## config.mk

```make
export PLATFORM = sky130hd
export DESIGN_NAME = trace_pkt_framer
export DESIGN_NICKNAME = d
export VERILOG_FILES = /design/src/rtl/tpf_pkg.sv /design/src/rtl/tpf_gap_timer.sv /design/src/rtl/tpf_sync_window.sv /design/src/rtl/tpf_hdr_classify.sv /design/src/rtl/trace_pkt_framer.sv
export SDC_FILE = /design/constraint.sdc
export NUM_CORES = 1
export LEC_CHECK = 0
export ABC_CLOCK_PERIOD_IN_PS = 3700
export CORE_ASPECT_RATIO = 0.6
export CORE_MARGIN = 2
export CORE_UTILIZATION = 50
export DETAILED_ROUTE_END_ITERATION = 8
export PLACE_DENSITY_LB_ADDON = 0.08
export SYNTH_ARGS = -nofsm -noshare
export SYNTH_HDL_FRONTEND = slang
export SYNTH_SLANG_ARGS = --single-unit
```

## constraint.sdc

```tcl
create_clock -name clk -period 3.7 [get_ports clk]
set_input_delay 0.37 -clock clk [delete_from_list [all_inputs] [get_ports clk]]
set_output_delay 0.37 -clock clk [all_outputs]
set_load 0.01 [all_outputs]
```

## src/rtl/tpf_pkg.sv

```systemverilog
package tpf_pkg;

    typedef enum logic [3:0] {
        TY_UNKNOWN  = 4'd0,
        TY_BRANCH   = 4'd1,
        TY_ISYNC    = 4'd2,
        TY_ISYNC_CC = 4'd3,
        TY_GRP_A    = 4'd4,
        TY_GRP_B    = 4'd5,
        TY_GRP_C    = 4'd6,
        TY_GRP_D    = 4'd7,
        TY_PHDR     = 4'd8,
        TY_ASYNC    = 4'd9
    } tpf_type_e;

    localparam logic [7:0] SYNC_TAIL = 8'h80;

    // First-match classification of a header byte.
    function automatic tpf_type_e classify(input logic [7:0] h);
        tpf_type_e t;
        logic [7:0] mf3;
        logic [7:0] mdf;
        mf3 = h & 8'hF3;
        mdf = h & 8'hDF;
        if (h[0])                                          t = TY_BRANCH;
        else if (h == 8'h08)                               t = TY_ISYNC;
        else if (h == 8'h70)                               t = TY_ISYNC_CC;
        else if (mf3 == 8'h20 || mf3 == 8'h40 || mf3 == 8'h60) t = TY_GRP_A;
        else if (mdf == 8'h54 || mdf == 8'h58 || mdf == 8'h5C) t = TY_GRP_B;
        else if ((h & 8'hD3) == 8'h02)                     t = TY_GRP_C;
        else if ((h & 8'hFB) == 8'h42)                     t = TY_GRP_D;
        else if ((h & 8'h81) == 8'h80)                     t = TY_PHDR;
        else                                               t = TY_UNKNOWN;
        return t;
    endfunction

endpackage

```

## src/rtl/tpf_gap_timer.sv

```systemverilog
module tpf_gap_timer #(
    parameter int BYTE_CYC  = 2,
    parameter int GAP_BYTES = 16
) (
    input  logic clk,
    input  logic rst_n,
    input  logic byte_vld,
    output logic gap_flag
);
    localparam int LIMIT = BYTE_CYC * GAP_BYTES;
    localparam int CW    = $clog2(LIMIT + 1);

    logic [CW-1:0] cnt_d, cnt_q;

    always_comb begin
        cnt_d = cnt_q;
        if (byte_vld)
            cnt_d = '0;
        else if (cnt_q != CW'(LIMIT))
            cnt_d = cnt_q + 1'b1;
    end

    always_ff @(posedge clk) begin
        if (!rst_n) cnt_q <= '0;
        else        cnt_q <= cnt_d;
    end

    assign gap_flag = (cnt_q == CW'(LIMIT));
endmodule

```

## src/rtl/tpf_sync_window.sv

```systemverilog
module tpf_sync_window
    import tpf_pkg::*;
#(
    parameter int SYNC_ZEROS = 4
) (
    input  logic       clk,
    input  logic       rst_n,
    input  logic       byte_vld,
    input  logic [7:0] byte_in,
    output logic       sync_hit
);
    localparam int ZW = $clog2(SYNC_ZEROS + 1);

    logic [ZW-1:0] zcnt_d, zcnt_q;

    always_comb begin
        zcnt_d = zcnt_q;
        if (byte_vld) begin
            if (byte_in != 8'h00)
                zcnt_d = '0;
            else if (zcnt_q != ZW'(SYNC_ZEROS))
                zcnt_d = zcnt_q + 1'b1;
        end
    end

    always_ff @(posedge clk) begin
        if (!rst_n) zcnt_q <= '0;
        else        zcnt_q <= zcnt_d;
    end

    assign sync_hit = byte_vld && (byte_in == SYNC_TAIL) && (zcnt_q == ZW'(SYNC_ZEROS));
endmodule

```

## src/rtl/tpf_hdr_classify.sv

```systemverilog
module tpf_hdr_classify
    import tpf_pkg::*;
(
    input  logic [7:0] hdr,
    output tpf_type_e  hdr_type
);
    always_comb hdr_type = classify(hdr);
endmodule

```

## src/rtl/trace_pkt_framer.sv

```systemverilog
module trace_pkt_framer
    import tpf_pkg::*;
#(
    parameter int MAX_LEN    = 16,
    parameter int SYNC_ZEROS = 4,
    parameter int BYTE_CYC   = 2,
    parameter int GAP_BYTES  = 16
) (
    input  logic       clk,
    input  logic       rst_n,
    input  logic       byte_vld,
    input  logic [7:0] byte_in,
    input  logic       pkt_done,
    output logic       pkt_start,
    output logic [3:0] pkt_type,
    output logic [3:0] byte_idx,
    output logic       sync_found,
    output logic       ovf_err
);
    localparam int IDX_W = $clog2(MAX_LEN);

    typedef struct packed {
        logic             synced;
        logic             in_pkt;
        logic [IDX_W-1:0] idx;
        logic             start;
        tpf_type_e        ptype;
        logic             ovf;
    } frm_st_t;

    frm_st_t   st_d, st_q;
    logic      gap_flag;
    logic      sync_hit;
    tpf_type_e hdr_type;

    tpf_gap_timer #(.BYTE_CYC(BYTE_CYC), .GAP_BYTES(GAP_BYTES)) u_gap (
        .clk(clk), .rst_n(rst_n), .byte_vld(byte_vld), .gap_flag(gap_flag)
    );

    tpf_sync_window #(.SYNC_ZEROS(SYNC_ZEROS)) u_sync (
        .clk(clk), .rst_n(rst_n), .byte_vld(byte_vld), .byte_in(byte_in),
        .sync_hit(sync_hit)
    );

    tpf_hdr_classify u_cls (.hdr(byte_in), .hdr_type(hdr_type));

    always_comb begin
        st_d       = st_q;
        st_d.start = 1'b0;
        st_d.ovf   = 1'b0;
        // Completion and idle gap both close the packet before this byte.
        if (pkt_done)              st_d.in_pkt = 1'b0;
        if (byte_vld && gap_flag)  st_d.in_pkt = 1'b0;
        if (byte_vld) begin
            if (sync_hit) begin
                st_d.synced = 1'b1;
                st_d.start  = 1'b1;
                st_d.ptype  = TY_ASYNC;
                st_d.idx    = IDX_W'(SYNC_ZEROS);
                st_d.in_pkt = 1'b0;
            end else if (!st_d.in_pkt) begin
                st_d.idx = '0;
                if (st_q.synced) begin
                    st_d.start  = 1'b1;
                    st_d.ptype  = hdr_type;
                    st_d.in_pkt = (hdr_type != TY_UNKNOWN);
                end
            end else if (st_q.idx == IDX_W'(MAX_LEN - 1)) begin
                st_d.ovf    = 1'b1;
                st_d.in_pkt = 1'b0;
                st_d.idx    = '0;
            end else begin
                st_d.idx = st_q.idx + 1'b1;
            end
        end
    end

    always_ff @(posedge clk) begin
        if (!rst_n) begin
            st_q <= '{synced: 1'b0, in_pkt: 1'b0, idx: '0, start: 1'b0,
                      ptype: TY_UNKNOWN, ovf: 1'b0};
        end else begin
            st_q <= st_d;
        end
    end

    assign pkt_start  = st_q.start;
    assign pkt_type   = st_q.ptype;
    assign byte_idx   = 4'(st_q.idx);
    assign sync_found = st_q.synced;
    assign ovf_err    = st_q.ovf;
endmodule

```

==> flow_summary.ini <==
[clocking]
clk_path_buf_depth = 2
clkLatencyLatePin_ps = 260
tritoncts = yes
htreeDepth = 1
cts_resized = 0
cts-root-buf = clkbuf_8
numCtsBuffers = 3
post_cts_buffers = 0
ctsHoldBuffers = 0
clkSinkCount = 21
path_clk_slew_ps = 80

[yosys]
yosys.area.top_type = dfxtp_1
yosysTopAreaCellShare = 0.333
synth_seq_area_share = 0.333
synth_area_sq_um = 1260
async_reset_ff_frac = 0
synth_edf_count = 0
synth_seq_cells = 21
synth_nets = 169
synth-simple-area-share = 0.274
yosys-top-cells-count = dfxtp_1 (21), nand2_1 (14), inv_1 (11), nor2_1 (11)
synth.top_cells.by_area = dfxtp_1 (33%), ha_1 (5.0%), buf_4 (4.8%)
muxShareOfSynthArea = 0.00794
synth.most_common_cell = dfxtp_1
avgSynthCellArea_sq_um = 8.30
synth_cell_types = 45
synthXorXnorAreaFrac = 0.0347
synth_compound_area_frac = 0.199
yosysWarnings = 0
synth_top_family_by_area = simple AND/OR/NAND/NOR gates
synth_adder_area_share = 0.0496
yosys_most_used_dff = dfxtp_1
synth_cells = 152

[layout]
antenna_cells = 0
nNetsFinal = 185
layout-drive-gt1-share = 0.102
finalNonFillerCells = 199
area_growth_syn_to_layout_pct = 17.5

[route]
wl_mm = 2.79
antenna_left = 0
dr_wl_met3_um = 182
drc = 0
wl_per_cell_um = 14.0
routed.top_layer = met4
wl_met2_mm = 1.23
wl_met1_mm = 1.37
drt_iter0_drc = 79
dr_total_vias = 1156
vias_per_cell = 5.81
first_pass_iters = 4

[critical_path]
crit_chain = clkdlybuf4s50_1 -> or4_4 -> nor4_1 -> or3_1 -> o21ai_0
crit_type = primary input to flip-flop
critPathArrivalTime_ps = 2470
cp_slowest_cell = nor4_1
crit_buf_inv = 1
r2r-start = u_sync.zcnt_q[0]$_SDFFE_PN0P_
critPathRequiredTime_ps = 3850
cp_max_fo = 8
critPathTopFamily = simple AND/OR/NAND/NOR gates
crit_path_end_kind = flip-flop
ff2ff_path_depth = 6
reg2reg_slack_ps = 1890
startpoint_type = primary input
crit_path_max_incr_delay_ps = 630
r2r_end = byte_idx[3]$_SDFFE_PN0P_

[placed_design]
port_buffers = 22
dpl.hpwl_mm = 2.11
gp_congestion = 0.884
dp.cells = 195

[hold_path]
hp-start = pkt_type[1]$_SDFFE_PN0P_
hold_depth = 2
worstHoldEndpoint = pkt_type[1]$_SDFFE_PN0P_
hold_path.class = flip-flop to flip-flop

[timing]
rsz0062_at_grt = no
finalSetupViolations = 0
tightest_slew_ps = 764
max_freq_mhz = 430
fin_worst_skew_ps = 3.47
report.final.slew_viol_count = 0
relSlewSlack = 0.486
fin_crit_sh = 0.628
fin_crit_ps = 2320
hold_violations = 0
tns_ps = 0
hold_ws_ps = 476

[global_routing]
antenna_found_initial = 0
grtUsageTotal = 0.211
grt_pass1_vias = 1007
grt_pass1_wl_mm = 4.61
grt-ovfl-total = 0
grt_max_degree = 15

[floorplanning]
die_area_sq_um = 2950
core_area_sq_um = 2450
num_io_pins = 23
rows = 14
die_h_um = 42.9
initial_core_util = 0.514
die_x_um = 68.8

[status]
status = complete, no violations

[power]
power_density_nw_per_um2 = 286
leakage_nw = 0.514
vdd_ir_drop_max_uv = 290

[run]
maxCapViolCount = 0
==> metal layers <==
metal  vias to the layer above  GRT usage
met1                       550      0.311
met2                        35      0.304
met5                         -          0
met4                         0     0.0353
met3                         2     0.0663
li1                        569          -
==> worst max-delay path by stage <==
stage / startpoint / endpoint / slack (ps) / depth (start not counted)
2_1_floorplan: byte_in[1] / pkt_type[0]$_SDFFE_PN0P_ / 1830 / 4
3_3_place_gp: byte_in[4] / u_sync.zcnt_q[0]$_SDFFE_PN0P_ / 1170 / 5
3_5_place_dp: byte_in[4] / u_sync.zcnt_q[0]$_SDFFE_PN0P_ / 1110 / 5
4_1_cts: byte_in[4] / u_sync.zcnt_q[0]$_SDFFE_PN0P_ / 1390 / 5
5_1_grt: byte_in[4] / u_sync.zcnt_q[0]$_SDFFE_PN0P_ / 1150 / 5
6_report: byte_in[4] / byte_idx[3]$_SDFFE_PN0P_ / 1380 / 5
==> cells by family (layout without fill, tap and decap cells) <==
family                   Yosys count  after routing
AND/OR/NAND/NOR                   63             63
AO/OA/AOI/OAI                     35             35
buffers and inverters             22             37
flip-flops                        21             21
adder cells (fa/ha/maj)            5              5
XOR/XNOR                           5              5
multiplexers                       1              1
==> sequential cells by signal, summed over array words and instances, names as in the netlist <==
name	cells
pkt_type	4
sync_found	1
ovf_err	1
pkt_start	1
u_gap.cnt_q	6
u_sync.zcnt_q	3
st_q	1
byte_idx	4
==> placed cells by master (no fill, tap or decap), drive strengths merged, types with 2 or more instances in the layout <==
cell	count
a31o	2
and3	3
nor2	11
or2	2
nand3b	2
nand2	14
clkbuf	3
clkdlybuf4s50	22
o21ai	8
nor3	3
xor2	2
nand3	8
or4	3
nand4	3
a21oi	7
inv	11
dfxtp	21
o22ai	2
xnor2	3
a31oi	4
nand2b	2
nor4	2
o221ai	2
ha	5
nor2b	3
and2	2
==> worst register-to-register path, delay by kind of cell (launching register included) <==
family	cells	cell delay [ps]
AO/OA/AOI/OAI	1	100
AND/OR/NAND/NOR	3	1020
flip-flops	1	350
adder cells (fa/ha/maj)	1	170
buffers and inverters	1	70
==> power breakdown <==
| group | internal [mW] | total [mW] | switching [mW] |
|---|---|---|---|
| clock | 0.0751 | 0.152 | 0.0770 |
| sequential | 0.227 | 0.228 | 0.000919 |
| combinational | 0.0201 | 0.0445 | 0.0244 |
| total | 0.322 | 0.424 | 0.102 |
==> stage by stage <==
step / util / power (mW) / setup WS [ps] / instance area [sq um]
floorplan: - / 0.256 / 1830 / 1260
global placement: 0.585 / 0.276 / 1170 / 1440
detailed placement: 0.585 / 0.277 / 1110 / 1440
CTS: 0.604 / 0.425 / 1390 / 1480
global route: 0.604 / 0.442 / 1150 / 1480
finish: 0.604 / 0.424 / 1380 / 1480
==> layout make-up <==
type / instances / area [sq um]
clock buffers: 3 / 41.3
clock inverters: 1 / 5.00
fillers: 229 / 971
inverters: 11 / 41.3
multi-input cells: 109 / 713
flip-flops and latches: 21 / 420
well taps: 32 / 40.0
repair buffers: 22 / 220
Note: power is estimated with default switching activity, not from simulation.
